File: src/rtl/lio_pkg.sv
package lio_pkg;

    typedef enum logic [1:0] {
        DEST_NONE = 2'd0,
        DEST_IDE  = 2'd1,
        DEST_EXP  = 2'd2,
        DEST_CORE = 2'd3
    } dest_e;

    typedef enum logic [2:0] {
        FS_IDLE = 3'd0,
        FS_SLOT = 3'd1,
        FS_WAIT = 3'd2,
        FS_EXP  = 3'd3,
        FS_DONE = 3'd4
    } fwd_state_e;

    localparam logic [3:0] CMD_IO_RD = 4'b0010;
    localparam logic [3:0] CMD_IO_WR = 4'b0011;

    localparam logic [7:0] CTL_RESET = 8'h20;
    localparam logic [7:0] CTL_MASK  = 8'hBF;  // bit 6 reserved
    localparam int         ROM_BIT   = 5;

    // enable sources: 0..7 control bits, then the side inputs
    localparam int EN_W        = 11;
    localparam int SRC_KBD     = 8;
    localparam int SRC_RTC     = 9;
    localparam int SRC_KBD_ALT = 10;

    typedef struct packed {
        logic [11:0] lo;
        logic [11:0] hi;
        logic [3:0]  src;
        dest_e       dest;
        logic        no_wr_hi;  // a write to the top port is not claimed
    } win_t;

    localparam int N_WIN = 12;

    localparam win_t WIN_TAB [N_WIN] = '{
        '{12'h1F0, 12'h1F7, 4'd3,  DEST_IDE,  1'b0},
        '{12'h3F6, 12'h3F7, 4'd3,  DEST_IDE,  1'b1},
        '{12'h170, 12'h177, 4'd4,  DEST_IDE,  1'b0},
        '{12'h376, 12'h377, 4'd4,  DEST_IDE,  1'b1},
        '{12'h3BC, 12'h3BF, 4'd0,  DEST_EXP,  1'b0},
        '{12'h378, 12'h37F, 4'd1,  DEST_EXP,  1'b0},
        '{12'h278, 12'h27F, 4'd2,  DEST_EXP,  1'b0},
        '{12'h060, 12'h060, 4'd8,  DEST_EXP,  1'b0},
        '{12'h064, 12'h064, 4'd8,  DEST_EXP,  1'b0},
        '{12'h062, 12'h062, 4'd10, DEST_EXP,  1'b0},
        '{12'h066, 12'h066, 4'd10, DEST_EXP,  1'b0},
        '{12'h070, 12'h073, 4'd9,  DEST_CORE, 1'b0}
    };

    function automatic logic is_io_cmd(input logic [3:0] c);
        return (c == CMD_IO_RD) || (c == CMD_IO_WR);
    endfunction

    function automatic logic is_mem_cmd(input logic [3:0] c);
        return (c == 4'b0110) || (c == 4'b0111) || (c == 4'b1100) ||
               (c == 4'b1110) || (c == 4'b1111);
    endfunction

endpackage

File: src/rtl/lio_ctl_reg.sv
module lio_ctl_reg
    import lio_pkg::*;
(
    input  logic       clk,
    input  logic       rst,
    input  logic       we,
    input  logic [7:0] wdata,
    output logic [7:0] q
);

    always_ff @(posedge clk) begin
        if (rst)
            q <= CTL_RESET;
        else if (we)
            q <= wdata & CTL_MASK;
    end

endmodule

File: src/rtl/lio_win_decode.sv
module lio_win_decode
    import lio_pkg::*;
#(
    parameter int ADDR_W = 32
) (
    input  logic [ADDR_W-1:0] addr,
    input  logic [3:0]        cmd,
    input  logic [7:0]        ctl,
    input  logic              kbd_en,
    input  logic              rtc_en,
    input  logic [ADDR_W-1:0] rom_lo,
    input  logic [ADDR_W-1:0] rom_hi,
    output logic              hit,
    output dest_e             dest
);

    logic [EN_W-1:0]  en_src;
    logic [N_WIN-1:0] win_hit;
    logic             io_cmd;
    logic             io_wr;
    logic             rom_hit;

    assign en_src = {kbd_en & ctl[7], rtc_en, kbd_en, ctl};
    assign io_cmd = is_io_cmd(cmd);
    assign io_wr  = (cmd == CMD_IO_WR);

    for (genvar w = 0; w < N_WIN; w++) begin : g_win
        localparam logic [ADDR_W-1:0] LO = ADDR_W'(WIN_TAB[w].lo);
        localparam logic [ADDR_W-1:0] HI = ADDR_W'(WIN_TAB[w].hi);
        logic in_rng;
        logic wr_excl;
        assign in_rng  = (addr >= LO) && (addr <= HI);
        assign wr_excl = WIN_TAB[w].no_wr_hi && io_wr && (addr == HI);
        assign win_hit[w] = io_cmd && en_src[WIN_TAB[w].src] && in_rng && !wr_excl;
    end

    assign rom_hit = ctl[ROM_BIT] && is_mem_cmd(cmd) &&
                     (addr >= rom_lo) && (addr <= rom_hi);

    always_comb begin
        dest = DEST_NONE;
        for (int w = 0; w < N_WIN; w++) begin
            if (win_hit[w])
                dest = WIN_TAB[w].dest;
        end
        if (rom_hit)
            dest = DEST_EXP;
    end

    assign hit = rom_hit || (|win_hit);

endmodule

File: src/rtl/lio_fwd_seq.sv
module lio_fwd_seq
    import lio_pkg::*;
(
    input  logic clk,
    input  logic rst,
    input  logic start,
    input  logic slot_ack,
    input  logic slot_mabort,
    input  logic exp_ack,
    output logic slot_req,
    output logic exp_req,
    output logic done
);

    fwd_state_e st, nxt;

    always_ff @(posedge clk) begin
        if (rst)
            st <= FS_IDLE;
        else
            st <= nxt;
    end

    always_comb begin
        nxt = st;
        case (st)
            FS_IDLE: if (start) nxt = FS_SLOT;
            FS_SLOT: nxt = FS_WAIT;
            FS_WAIT: begin
                if (slot_mabort)
                    nxt = FS_EXP;
                else if (slot_ack)
                    nxt = FS_DONE;
            end
            FS_EXP:  if (exp_ack) nxt = FS_DONE;
            FS_DONE: nxt = FS_IDLE;
            default: nxt = FS_IDLE;
        endcase
    end

    assign slot_req = (st == FS_SLOT);
    assign exp_req  = (st == FS_EXP);
    assign done     = (st == FS_DONE);

endmodule

File: src/rtl/lio_claim_top.sv
module lio_claim_top
    import lio_pkg::*;
#(
    parameter int ADDR_W = 32
) (
    input  logic              clk,
    input  logic              rst,
    input  logic              cfg_we,
    input  logic [7:0]        cfg_wdata,
    output logic [7:0]        cfg_rdata,
    input  logic              kbd_en,
    input  logic              rtc_en,
    input  logic [ADDR_W-1:0] rom_lo,
    input  logic [ADDR_W-1:0] rom_hi,
    input  logic              ap_valid,
    input  logic [ADDR_W-1:0] ap_addr,
    input  logic [3:0]        ap_cmd,
    output logic              claim,
    output logic [1:0]        claim_dest,
    output logic              slot_req,
    input  logic              slot_ack,
    input  logic              slot_mabort,
    output logic              exp_req,
    input  logic              exp_ack,
    output logic              fwd_done
);

    logic [7:0] ctl;
    logic       dec_hit;
    dest_e      dec_dest;
    logic       claim_q;
    dest_e      dest_q;

    lio_ctl_reg u_ctl (
        .clk   (clk),
        .rst   (rst),
        .we    (cfg_we),
        .wdata (cfg_wdata),
        .q     (ctl)
    );

    lio_win_decode #(.ADDR_W(ADDR_W)) u_dec (
        .addr   (ap_addr),
        .cmd    (ap_cmd),
        .ctl    (ctl),
        .kbd_en (kbd_en),
        .rtc_en (rtc_en),
        .rom_lo (rom_lo),
        .rom_hi (rom_hi),
        .hit    (dec_hit),
        .dest   (dec_dest)
    );

    always_ff @(posedge clk) begin
        if (rst) begin
            claim_q <= 1'b0;
            dest_q  <= DEST_NONE;
        end else begin
            claim_q <= ap_valid && dec_hit;
            dest_q  <= (ap_valid && dec_hit) ? dec_dest : DEST_NONE;
        end
    end

    lio_fwd_seq u_seq (
        .clk         (clk),
        .rst         (rst),
        .start       (ap_valid && !dec_hit),
        .slot_ack    (slot_ack),
        .slot_mabort (slot_mabort),
        .exp_ack     (exp_ack),
        .slot_req    (slot_req),
        .exp_req     (exp_req),
        .done        (fwd_done)
    );

    assign cfg_rdata  = ctl;
    assign claim      = claim_q;
    assign claim_dest = dest_q;

endmodule

File: config.mk
export PLATFORM = sky130hd
export DESIGN_NAME = lio_claim_top
export DESIGN_NICKNAME = d
export VERILOG_FILES = /design/src/rtl/lio_pkg.sv /design/src/rtl/lio_ctl_reg.sv /design/src/rtl/lio_win_decode.sv /design/src/rtl/lio_fwd_seq.sv /design/src/rtl/lio_claim_top.sv
export SDC_FILE = /design/constraint.sdc
export NUM_CORES = 1
export LEC_CHECK = 0
export ABC_AREA = 1
export BUFFER_PORTS_ARGS = -buffer_cell sky130_fd_sc_hd__buf_2
export CAP_MARGIN = 10
export CORE_ASPECT_RATIO = 1.2
export CORE_MARGIN = 2
export CORE_UTILIZATION = 49
export CTS_CLUSTER_SIZE = 24
export DETAILED_ROUTE_END_ITERATION = 7
export PLACE_DENSITY = 0.89
export SYNTH_ARGS = -nofsm -noshare
export SYNTH_HDL_FRONTEND = slang
export SYNTH_SLANG_ARGS = --single-unit
File: constraint.sdc
create_clock -name clk -period 1.9 [get_ports clk]
set_input_delay 0.19 -clock clk [delete_from_list [all_inputs] [get_ports clk]]
set_output_delay 0.19 -clock clk [all_outputs]
set_load 0.05 [all_outputs]
# == Yosys cells after proc, flatten, opt, wreduce, memory -nomap -nowiden ==
# Cells that the tools add are included.
# word_totals
reg_bits,13
inputBits,117
output_inout_bits,14
elab_cells,122
# op_classes
n_lt_le_gt_ge,26
n_eq_ne,16
muxes,18
bitwise_logic,2
reduce_logical,55
# op_table
op,n
$ge A32 B10 Y1 const B,5
$ge A32 B7 Y1 const B,5
$le A32 B10 Y1 const B,5
$le A32 B7 Y1 const B,5
$eq A32 B10 Y1 const B,2
$ge A32 B9 Y1 const B,2
$le A32 B9 Y1 const B,2
$logic_and A1 B1 Y1,41
$ge A32 B32 Y1,1
$le A32 B32 Y1,1
$mux W2,12
$eq A4 B4 Y1 const B,3
$mux W3,4
$pmux W3 S4,1
$reduce_or A12 Y1,1
$eq A4 B2 Y1 const B,2
$eq A4 B3 Y1 const B,2
$eq A3 B2 Y1 const B,2
$logic_or A1 B1 Y1,6
$ne A2 B1 Y1 const B,2
$eq A3 B1 Y1 const B,1
$eq A3 B3 Y1 const B,1
$logic_not A1 Y1,3
$logic_not A3 Y1,1
7 further kinds,7

# == Depth between registers and ports, before layout ==
# Gate-level depths: netlist (run 1).
# logic_depth
depth_word,17
ltp_mapped,20
ltp_nobuf,20

# == Modules after synthesis ==
# Synthesis (run 1) repeated with hierarchy kept, for this count alone.
# hier_totals
cells_unflattened,527
area_unflattened_um2,2999.1
# modules_own_cells
mod,instances,cells_each,area_per_inst_um2,seq_area_each_um2
lio_win_decode,1,435,2388.5,0.0
lio_ctl_reg,1,45,295.3,140.1
lio_fwd_seq,1,35,215.2,60.1
lio_claim_top,1,12,100.1,60.1

# == Worst setup path after synthesis (run 1) ==
# OpenSTA, ideal clock, no wires.
# synth_timing
kind,register to register
startpoint,register u_seq.st[0]
endpoint,register u_seq.st[1]
setup_time_ps,71
arrival_ps,1799
required_time_ps,1829
path_slack_ps,30
path_stages_with_launch,5
path_buffers,0
period_less_slack_ps,1870
cell_sequence,dfxtp_1 -> inv_1 -> nor3_1 -> nor2_1 -> a21oi_1
# synth_via
word_cells_on_any_way,9
classes_between,eq/ne: 6; mux: 1; reduce/logical: 2
# synth_lines
item,line,source
start: declaration,lio_fwd_seq.sv:15,"fwd_state_e st, nxt;"
start signal: assignment,lio_fwd_seq.sv:21,st <= nxt;
$eq A3 B1 Y1,-,
net slot_req,lio_claim_top.sv:20,"output logic slot_req,"
$pmux W3 S4,lio_fwd_seq.sv:26,case (st)
# The timed path passes the listed nets, and every way through them passes these cells.
# A chain may end at the register's enable or synchronous reset.

# == Worst setup path after layout (run 1) ==
# layout_timing
startpoint,input port ap_addr[29]
endpoint,register u_seq.st[0]
# layout_via
elab_chain_len,10
word_cells_on_any_way,66
classes_between,order compare: 26; eq/ne: 3; reduce/logical: 37
# layout_rtl
item,line,source
start: declaration,lio_claim_top.sv:16,"input logic [ADDR_W-1:0] ap_addr,"
$ge A32 B10 Y1 (tied with other cells),lio_win_decode.sv:32,assign in_rng = (addr >= LO) && (addr <= HI);
$logic_and A1 B1 Y1 (on tied branches),"lio_win_decode.sv:32, lio_win_decode.sv:33",
$logic_and A1 B1 Y1 or $logic_not A1 Y1 (tied branches),lio_win_decode.sv:34,assign win_hit[w] = io_cmd && en_src[WIN_TAB[w].src] && in_rng && !wr_excl;
$logic_and A1 B1 Y1,lio_win_decode.sv:34,
$reduce_or A12 Y1,lio_win_decode.sv:50,assign hit = rom_hit || (|win_hit);
$logic_or A1 B1 Y1 (*),lio_win_decode.sv:50,
$logic_not A1 Y1 (*),lio_claim_top.sv:67,".start (ap_valid && !dec_hit),"
$logic_and A1 B1 Y1 (*),lio_claim_top.sv:67,
$ne A2 B1 Y1 (no source line) (*),-,
$reduce_and A3 Y1 (no source line) (*),-,
# Mark *: on every way between the ends. The rest lies on a longest branch, timed or not.

==> impl_metrics.tcl, run 1 <==
set metrics [dict create \
    final_cell_mix "128 x buf_2, 123 x nand2_1, 107 x inv_1" \
    drt-initial-drc-count 118 \
    wl_per_cell_um 11.6 \
    worst-setup-path-type "primary input to flip-flop" \
    die_x_um 75.4 \
    cts-root-buf "clkbuf_8" \
    clk_path_buf_depth 2 \
    hp-start "rst" \
    place_area_mm2 0.00377 \
    synth_flop_cell "dfxtp_1" \
    r2r_start "u_ctl.q[0]$_SDFFE_PP0P_" \
    synthCells 521 \
    nets 840 \
    synth_top_area_share_pct 26.7 \
    drc 0 \
    crit_path_end_kind "flip-flop" \
    wirelength_um 8610 \
    die_height_um 89.7 \
    yosysUniqueCellTypes 31 \
    grt_usage_pct 25.8 \
    worstPathRequired_ns 2.02 \
    drt_pass1_iterations 4 \
    setup_tns_ns 0 \
    yosysWarnings 0 \
    vias_per_cell 5.00 \
    drive_gt1_share_pct 24.0 \
    via_count 3702 \
    clock.fmax_mhz 604 \
    cp.arrival_ns 1.78 \
    syn_area_mm2 0.00300 \
    synth_edf_count 0 \
    cp_max_fo 4 \
    post_synth.cell_area_avg_um2 5.75 \
    io_buffers 128 \
    setup_slack_ns 0.244 \
    r2r-end "u_seq.st[0]$_SDFFE_PP0P_" \
    ant_nets 0 \
    grt_max_degree 12 \
    synth-seq-cells 13 \
    whs_path_depth 2 \
    cap_violations 0 \
    post_cts_buffers 0 \
    cts_made_buffers 3 \
    outcome "complete, no violations" \
    core_area_mm2 0.00597 \
    pre_cts_ws_ns -0.0421 \
    seq_area_frac_synth_pct 8.69 \
    final_util_pct 64.0 \
    cp-start-kind "primary input" \
    final_cell_area_mm2 0.00382 \
    place_hpwl_um 7660 \
    grt_first_pass_wirelength_um 14100 \
    min_period_over_period_pct 87.2 \
    fin_skew_ns 0.00151 \
    slew_violations 0 \
    holdPathEnd "u_seq.st[1]$_SDFFE_PP0P_" \
    area.growth.synth_to_final_pct 27.7 \
    final_common_cell "buf_2" \
    mappedNetlistNets 702 \
    synth_top_cell_by_area "ha_1" \
    hold_viol 0 \
    stdcell_count 740 \
    clk_pin_slew_ns 0.05 \
    hp-class "primary input to flip-flop" \
    dp_cells 736 \
    antenna_found_initial 0 \
    cts.sinks 13 \
    period_needed_ns 1.66 \
    gp_congestion 0.889 \
    power_density_mw_per_mm2 371 \
    reg2reg_slack_ns 0.57 \
    h-tree-depth 1 \
    clock_latency_ns 0.25 \
    ff2ff_path_depth 11 \
    io_pins 131 \
    rows 31 \
    setup_viol 0 \
    diodes 0 \
    synth_area_leaders "ha_1 27%, nand2_1 15%, inv_1 13%" \
    start_util_pct 50.1 \
    die_area_mm2 0.00676 \
    rsz0062_at_grt "false" \
    cts_tree "done" \
    grt_pass1_vias 3645 \
    ir_worst_vdd_uv 374 \
    synthArstFlopShare_pct 0 \
    p_leak_uw 0.00237 \
    gr-total-overflow 0 \
]
## final cells by class
type	instances	area (um2)
multi-input combinational	392	2300
clock buffer	4	45.0
timing repair buffer	135	693
inverter	114	428
fill	566	2150
tap	82	103
sequential	13	260
## cells in the mapped netlist (3+ instances only)
master    count
a21oi_1      36
dfxtp_1      13
nor2_2        4
nor2_1       80
ha_1         64
nand3_1      17
o21ai_0      15
nand4_1      17
clkinv_1      3
o21a_1        4
nor3_1       10
inv_1       107
nand2_1     123
inv_2         4
## state kept, by name, indices dropped and copies added (netlist names)
name        flops
u_seq.st        3
claim           1
u_ctl.q         7
claim_dest      2
## timing repair
action,in CTS,in global routing
endpoints found under the setup margin,0,2
gates resized for setup,0,3
hold buffers,0,0
## layer usage
layer	share of wire (%)	track usage [%]
met1	40	26.9
met2	51	50.3
met3	5.5	3.13
met4	3.7	11.6
met5	0	0
## per-stage QoR
stage	hold WS [ns]	power, uW
after floorplan	0.259	874
after global placement	0.398	1130
after detailed placement	0.401	1170
after CTS	0.143	1420
after global routing	0.158	1560
final	0.143	1420
## cells by family after synthesis
family	count (synthesis)	share of synthesized area, %
buffers and inverters	116	15.0
AND/OR/NAND/NOR	265	38.0
other	1	0.125
adder cells (fa/ha/maj)	64	26.7
flip-flops	13	8.69
AO/OA/AOI/OAI	62	11.4
## worst max path at each step
| stage | endpoint | startpoint | slack (ns) | depth (start not counted) |
|---|---|---|---|---|
| after floorplan | u_seq.st[1]$_SDFFE_PP0P_ | u_seq.st[0]$_SDFFE_PP0P_ | 0.03 | 4 |
| after global placement | u_seq.st[0]$_SDFFE_PP0P_ | ap_addr[31] | 0.01 | 14 |
| after detailed placement | u_seq.st[0]$_SDFFE_PP0P_ | ap_addr[31] | -0.04 | 14 |
| after CTS | u_seq.st[0]$_SDFFE_PP0P_ | ap_addr[31] | 0.21 | 14 |
| after global routing | u_seq.st[0]$_SDFFE_PP0P_ | ap_addr[31] | 0.01 | 14 |
| final | u_seq.st[0]$_SDFFE_PP0P_ | ap_addr[29] | 0.24 | 14 |
## power by group
part	internal [uW]	switching [uW]	total [uW]
sequential	307	31.5	338
clock	148	97.8	246
combinational	321	514	836
## critical path, cell delays in order
cell,delay [ns]
buf_2,0.13
ha_1,0.29
nand2_1,0.06
nor2_2,0.12
and2_4,0.15
nand2_1,0.07
nor3_2,0.20
nand4_1,0.12
nand2_1,0.09
nand3_2,0.09
nand4_1,0.09
nand2_1,0.06
nand2_1,0.08
a21oi_2,0.05
(Power assumes the default switching activity.)
==> inputs of run 2 (changes only) <==
--- a/config.mk
+++ b/config.mk
@@ -14,6 +14,7 @@
 export CTS_CLUSTER_SIZE = 24
 export DETAILED_ROUTE_END_ITERATION = 7
 export PLACE_DENSITY = 0.89
+export RECOVER_POWER = 50
 export SYNTH_ARGS = -nofsm -noshare
 export SYNTH_HDL_FRONTEND = slang
 export SYNTH_SLANG_ARGS = --single-unit
==> run 2 against run 1 <==
Setup slack barely moved; largest power group unchanged; critical path type unchanged; via count rose by 0.19%; fmax barely moved; routed wire length barely moved; power barely moved.
==> impl_metrics.tcl, run 2 (synthesized netlist as in run 1, its figures left out) <==
set metrics [dict create \
    outcome "complete, no violations" \
    die_height_um 89.7 \
    power_density_mw_per_mm2 372 \
    cp-start-kind "primary input" \
    gr-total-overflow 0 \
    die_x_um 75.4 \
    grt_max_degree 12 \
    cts_made_buffers 3 \
    drt_pass1_iterations 4 \
    place_hpwl_um 7660 \
    final-seq-area_um2 260 \
    start_util_pct 50.1 \
    p_total_uw 1420 \
    hp-class "primary input to flip-flop" \
    grt_first_pass_wirelength_um 14100 \
    share_comb_of_total_power_pct 58.8 \
    grt_pass1_vias 3645 \
    multiInputGateArea_mm2 0.00230 \
    io_pins 131 \
    whs_path_depth 2 \
    p_leak_uw 0.00235 \
    fin_skew_ns 0.00163 \
    grt_usage_pct 25.8 \
    core_area_mm2 0.00597 \
    cp_max_fo 4 \
    worst_pin_slew_ns 0.601 \
    gp_congestion 0.889 \
    fill_cells 572 \
    largest_register "u_ctl.q" \
    critical_path.cell_chain "buf_2, ha_1, nand2_1, nor2_2, and2_4, nand2_1, nor3_2, nand4_1, nand2_1, nand3_2, nand4_1, nand2_1, nand2_1, a21oi_2" \
    min_period_over_period_pct 87.2 \
    clock.fmax_mhz 604 \
    area.growth.synth_to_final_pct 27.4 \
    slew_violations 0 \
    hold_ws_ns 0.142 \
    final_common_cell "nand2_1" \
    p_switching_uw 644 \
    hold_viol 0 \
    largest_reg_flops 7 \
    rsz0062_at_grt "false" \
    drc 0 \
    antenna_found_initial 0 \
    slew_headroom_pct 60.1 \
    die_area_mm2 0.00676 \
    cp_common_cell "nand2_1" \
    clk_pin_slew_ns 0.05 \
    via_count 3709 \
    h-tree-depth 1 \
    p_seq_share_pct 23.8 \
    ant_nets 0 \
    crit_path_end_kind "flip-flop" \
    diodes 0 \
    drt-initial-drc-count 118 \
    wl_per_cell_um 11.6 \
    ir_worst_vdd_uv 374 \
    final_cell_mix "123 x nand2_1, 122 x buf_2, 107 x inv_1" \
    cts.sinks 13 \
    post_cts_buffers 0 \
    cts_tree "done" \
    wirelength_um 8620 \
    cap_violations 0 \
    clock_latency_ns 0.25 \
    p_clk_share_pct 17.3 \
    worstPathRequired_ns 2.02 \
    cts-root-buf "clkbuf_8" \
    nets 840 \
    switching_share_pct 45.4 \
    p_int_uw 775 \
    cp.arrival_ns 1.78 \
    worst-setup-path-type "primary input to flip-flop" \
    drive_gt1_share_pct 23.1 \
    io_buffers 128 \
    max_stage_delay_ns 0.29 \
    slowest_stage "ha_1" \
    clk_path_buf_depth 2 \
    period_needed_ns 1.66 \
    vias_per_cell 5.01 \
    ff2ff_path_depth 11 \
    setup_viol 0 \
    rows 31 \
]
==> run 2: changes by cell type in the layout (fill, tap and decap cells not counted) <==
cell | previous run | this run
buf_2 | 128 | 122
clkbuf_1 | 1 | 7
==> run 2: area by class of cell <==
| class | instances | share of cell area (%) |
|---|---|---|
| multi-input combinational | 392 | 60.1 |
| inverter | 114 | 11.2 |
| clock buffer | 4 | 1.18 |
| sequential | 13 | 6.82 |
| timing repair buffer | 135 | 18.0 |
| tap | 82 | 2.69 |
==> run 2: power by group through the flow <==
stage | registers (uW) | clock network [uW] | logic (uW)
after global placement | 339 | 0 | 793
after detailed placement | 344 | 0 | 828
after CTS | 338 | 250 | 833
after floorplan | 371 | 0 | 502
after global routing | 344 | 261 | 949
final | 338 | 246 | 835
==> run 2: final timing paths <==
path	start	to	slack, ns
max	ap_addr[29]	u_seq.st[0]$_SDFFE_PP0P_	0.24
max reg2reg	u_ctl.q[0]$_SDFFE_PP0P_	u_seq.st[0]$_SDFFE_PP0P_	0.57
min	rst	u_seq.st[1]$_SDFFE_PP0P_	0.14
min reg2reg	u_ctl.q[2]$_SDFFE_PP0P_	u_ctl.q[2]$_SDFFE_PP0P_	0.48
==> run 2: timing repair <==
action	in CTS	in global routing
setup endpoints to repair	0	2
hold buffers	0	0
hold endpoints to repair	0	0
gates resized for setup	0	3
==> run 2: worst max-delay path: cells and delay by family <==
kind,cells,cell delay (ns)
simple gates,11,1.13
fa+ha+maj,1,0.29
buf+inv,1,0.13
compound gates,1,0.05
==> run 2: stage by stage <==
stage	setup slack (ns)	TNS (ns)	cell area (um2)	cells	util (%)
2_1_floorplan	0.0299	0	3000	521	-
3_3_place_gp	0.0126	0	3770	736	63.1
3_5_place_dp	-0.0421	-0.0457	3770	736	63.1
4_1_cts	0.213	0	3810	740	63.9
5_1_grt	0.0106	0	3820	740	63.9
6_report	0.244	0	3820	740	63.9
==> run 2: routing by layer <==
metal / track usage (%) / share of wire [%] / vias up
met5: 0 / 0 / -
met4: 11.6 / 3.7 / 0
met3: 3.13 / 5.4 / 25
met2: 50.3 / 51 / 135
met1: 26.9 / 40 / 1622
li1: - / - / 1927
==> inputs of run 3 (changes only) <==
--- a/config.mk
+++ b/config.mk
@@ -10,10 +10,11 @@
 export CAP_MARGIN = 10
 export CORE_ASPECT_RATIO = 1.2
 export CORE_MARGIN = 2
-export CORE_UTILIZATION = 49
+export CORE_UTILIZATION = 50
+export CTS_BUF_LIST = sky130_fd_sc_hd__clkbuf_4
 export CTS_CLUSTER_SIZE = 24
 export DETAILED_ROUTE_END_ITERATION = 7
-export PLACE_DENSITY = 0.89
+export PLACE_DENSITY = 0.91
 export RECOVER_POWER = 50
 export SYNTH_ARGS = -nofsm -noshare
 export SYNTH_HDL_FRONTEND = slang
==> run 3 against run 2 <==
Final cell count fell by 0.41%; critical path type unchanged; register-to-register slack worse by 0.09 ns; utilization increased by 2.4 points; sequential share of layout area grew 0.065 points.
==> impl_metrics.tcl, run 3 (synthesized netlist as in run 1, its figures left out) <==
set metrics [dict create \
    ir_worst_vdd_uv 419 \
    grt_usage_pct 26.5 \
    whs_path_depth 2 \
    final_cell_mix "123 x nand2_1, 121 x buf_2, 107 x inv_1" \
    postCtsHoldBufs 0 \
    worstPathRequired_ns 2.07 \
    setup_viol 0 \
    setup_slack_ns 0.220 \
    cts.sinks 13 \
    via_count 3696 \
    dp_cells 733 \
    cap_violations 0 \
    pre_cts_ws_ns -0.0479 \
    clock_latency_ns 0.28 \
    vias_per_cell 5.01 \
    slew_headroom_pct 58.1 \
    worst_pin_slew_ns 0.631 \
    reg2reg_slack_ns 0.48 \
    period_needed_ns 1.68 \
    diodes 0 \
    post_cts_buffers 0 \
    r2r-end "u_seq.st[0]$_SDFFE_PP0P_" \
    drt-initial-drc-count 157 \
    cts_made_buffers 3 \
    grt_pass1_vias 3633 \
    hold_viol 0 \
    rsz0062_at_grt "false" \
    hp-class "primary input to flip-flop" \
    largest_reg_flops 7 \
    start_util_pct 52.5 \
    gp_congestion 0.921 \
    ctsResizeCount 0 \
    cp_max_fo 3 \
    ant_nets 0 \
    largest_register "u_ctl.q" \
    h-tree-depth 1 \
    drt_pass1_iterations 4 \
    cts-root-buf "clkbuf_4" \
    hold_ws_ns 0.0989 \
    core_area_mm2 0.00571 \
    area.growth.synth_to_final_pct 26.2 \
    wirelength_um 8610 \
    die_height_um 88.8 \
    grt_max_degree 12 \
    cp.arrival_ns 1.85 \
    die_area_mm2 0.00663 \
    crit_path_end_kind "flip-flop" \
    nets 839 \
    final_common_cell "nand2_1" \
    io_buffers 128 \
    min_period_over_period_pct 88.4 \
    drive_gt1_share_pct 22.5 \
    cp-start-kind "primary input" \
    worst-setup-path-type "primary input to flip-flop" \
    gr-total-overflow 0 \
    fin_skew_ns 0.00277 \
    place_hpwl_um 7650 \
    ff2ff_path_depth 11 \
    drc 0 \
    slew_violations 0 \
    antenna_found_initial 0 \
    clk_path_buf_depth 2 \
    cp-startpoint "ap_addr[31]" \
    wl_per_cell_um 11.7 \
    power_density_mw_per_mm2 362 \
    stdcell_count 737 \
    clk_pin_slew_ns 0.08 \
    p_leak_uw 0.00233 \
    io_pins 131 \
    crit_end "u_seq.st[0]$_SDFFE_PP0P_" \
    die_x_um 74.7 \
    r2r_start "u_ctl.q[0]$_SDFFE_PP0P_" \
    outcome "complete, no violations" \
    clock.fmax_mhz 595 \
    cts_tree "done" \
    grt_first_pass_wirelength_um 14200 \
    rows 30 \
]
==> run 3: final cells by class <==
| cell class | instances | area [um2] |
|---|---|---|
| Clock buffer | 4 | 30.0 |
| Timing Repair Buffer | 134 | 677 |
| Tap cell | 80 | 100 |
| Multi-Input combinational cell | 392 | 2290 |
| Fill cell | 538 | 1920 |
| Sequential cell | 13 | 260 |
| Inverter | 114 | 428 |
==> run 3: worst min-delay path by stage <==
stage | slack [ns] | to | start
2_1_floorplan | 0.26 | u_seq.st[1]$_SDFFE_PP0P_ | rst
3_3_place_gp | 0.39 | u_seq.st[2]$_SDFFE_PP0P_ | rst
3_5_place_dp | 0.40 | u_seq.st[2]$_SDFFE_PP0P_ | rst
4_1_cts | 0.1 | u_seq.st[2]$_SDFFE_PP0P_ | rst
5_1_grt | 0.09 | u_seq.st[1]$_SDFFE_PP0P_ | rst
6_report | 0.1 | u_seq.st[1]$_SDFFE_PP0P_ | rst
==> run 3: stage by stage <==
step	utilization, %	setup TNS [ns]	area, um2	power, uW
floorplan	-	0	3000	874
global placement	65.9	0	3760	1130
detailed placement	65.9	-0.0695	3760	1180
CTS	66.4	0	3790	1370
global route	66.3	0	3780	1500
finish	66.3	0	3780	1370
==> run 3: worst max-delay path, cell delays in order <==
cell	delay, ns
buf_2	0.12
ha_1	0.30
nand2_1	0.07
nor2_1	0.13
and2_1	0.16
nand2_1	0.08
nor3_2	0.14
nand4_1	0.10
nand2_1	0.08
nand3_1	0.12
nand4_1	0.11
nand2_1	0.09
nand2_1	0.11
a21oi_2	0.05
==> run 3: layer usage <==
layer | vias to the layer above | global-route usage (%) | part of all wire (%) | routed length [um]
met5 | - | 0 | 0 | 0
met2 | 126 | 54.5 | 54 | 4630
met3 | 18 | 4.21 | 5.6 | 481
met1 | 1619 | 26.1 | 39 | 3330
met4 | 0 | 7.95 | 1.9 | 167
li1 | 1933 | - | - | -
==> run 3: where the power goes <==
group | switching (uW) | internal, uW
sequential | 32.4 | 306
combinational | 524 | 319
clock | 92.5 | 95.9
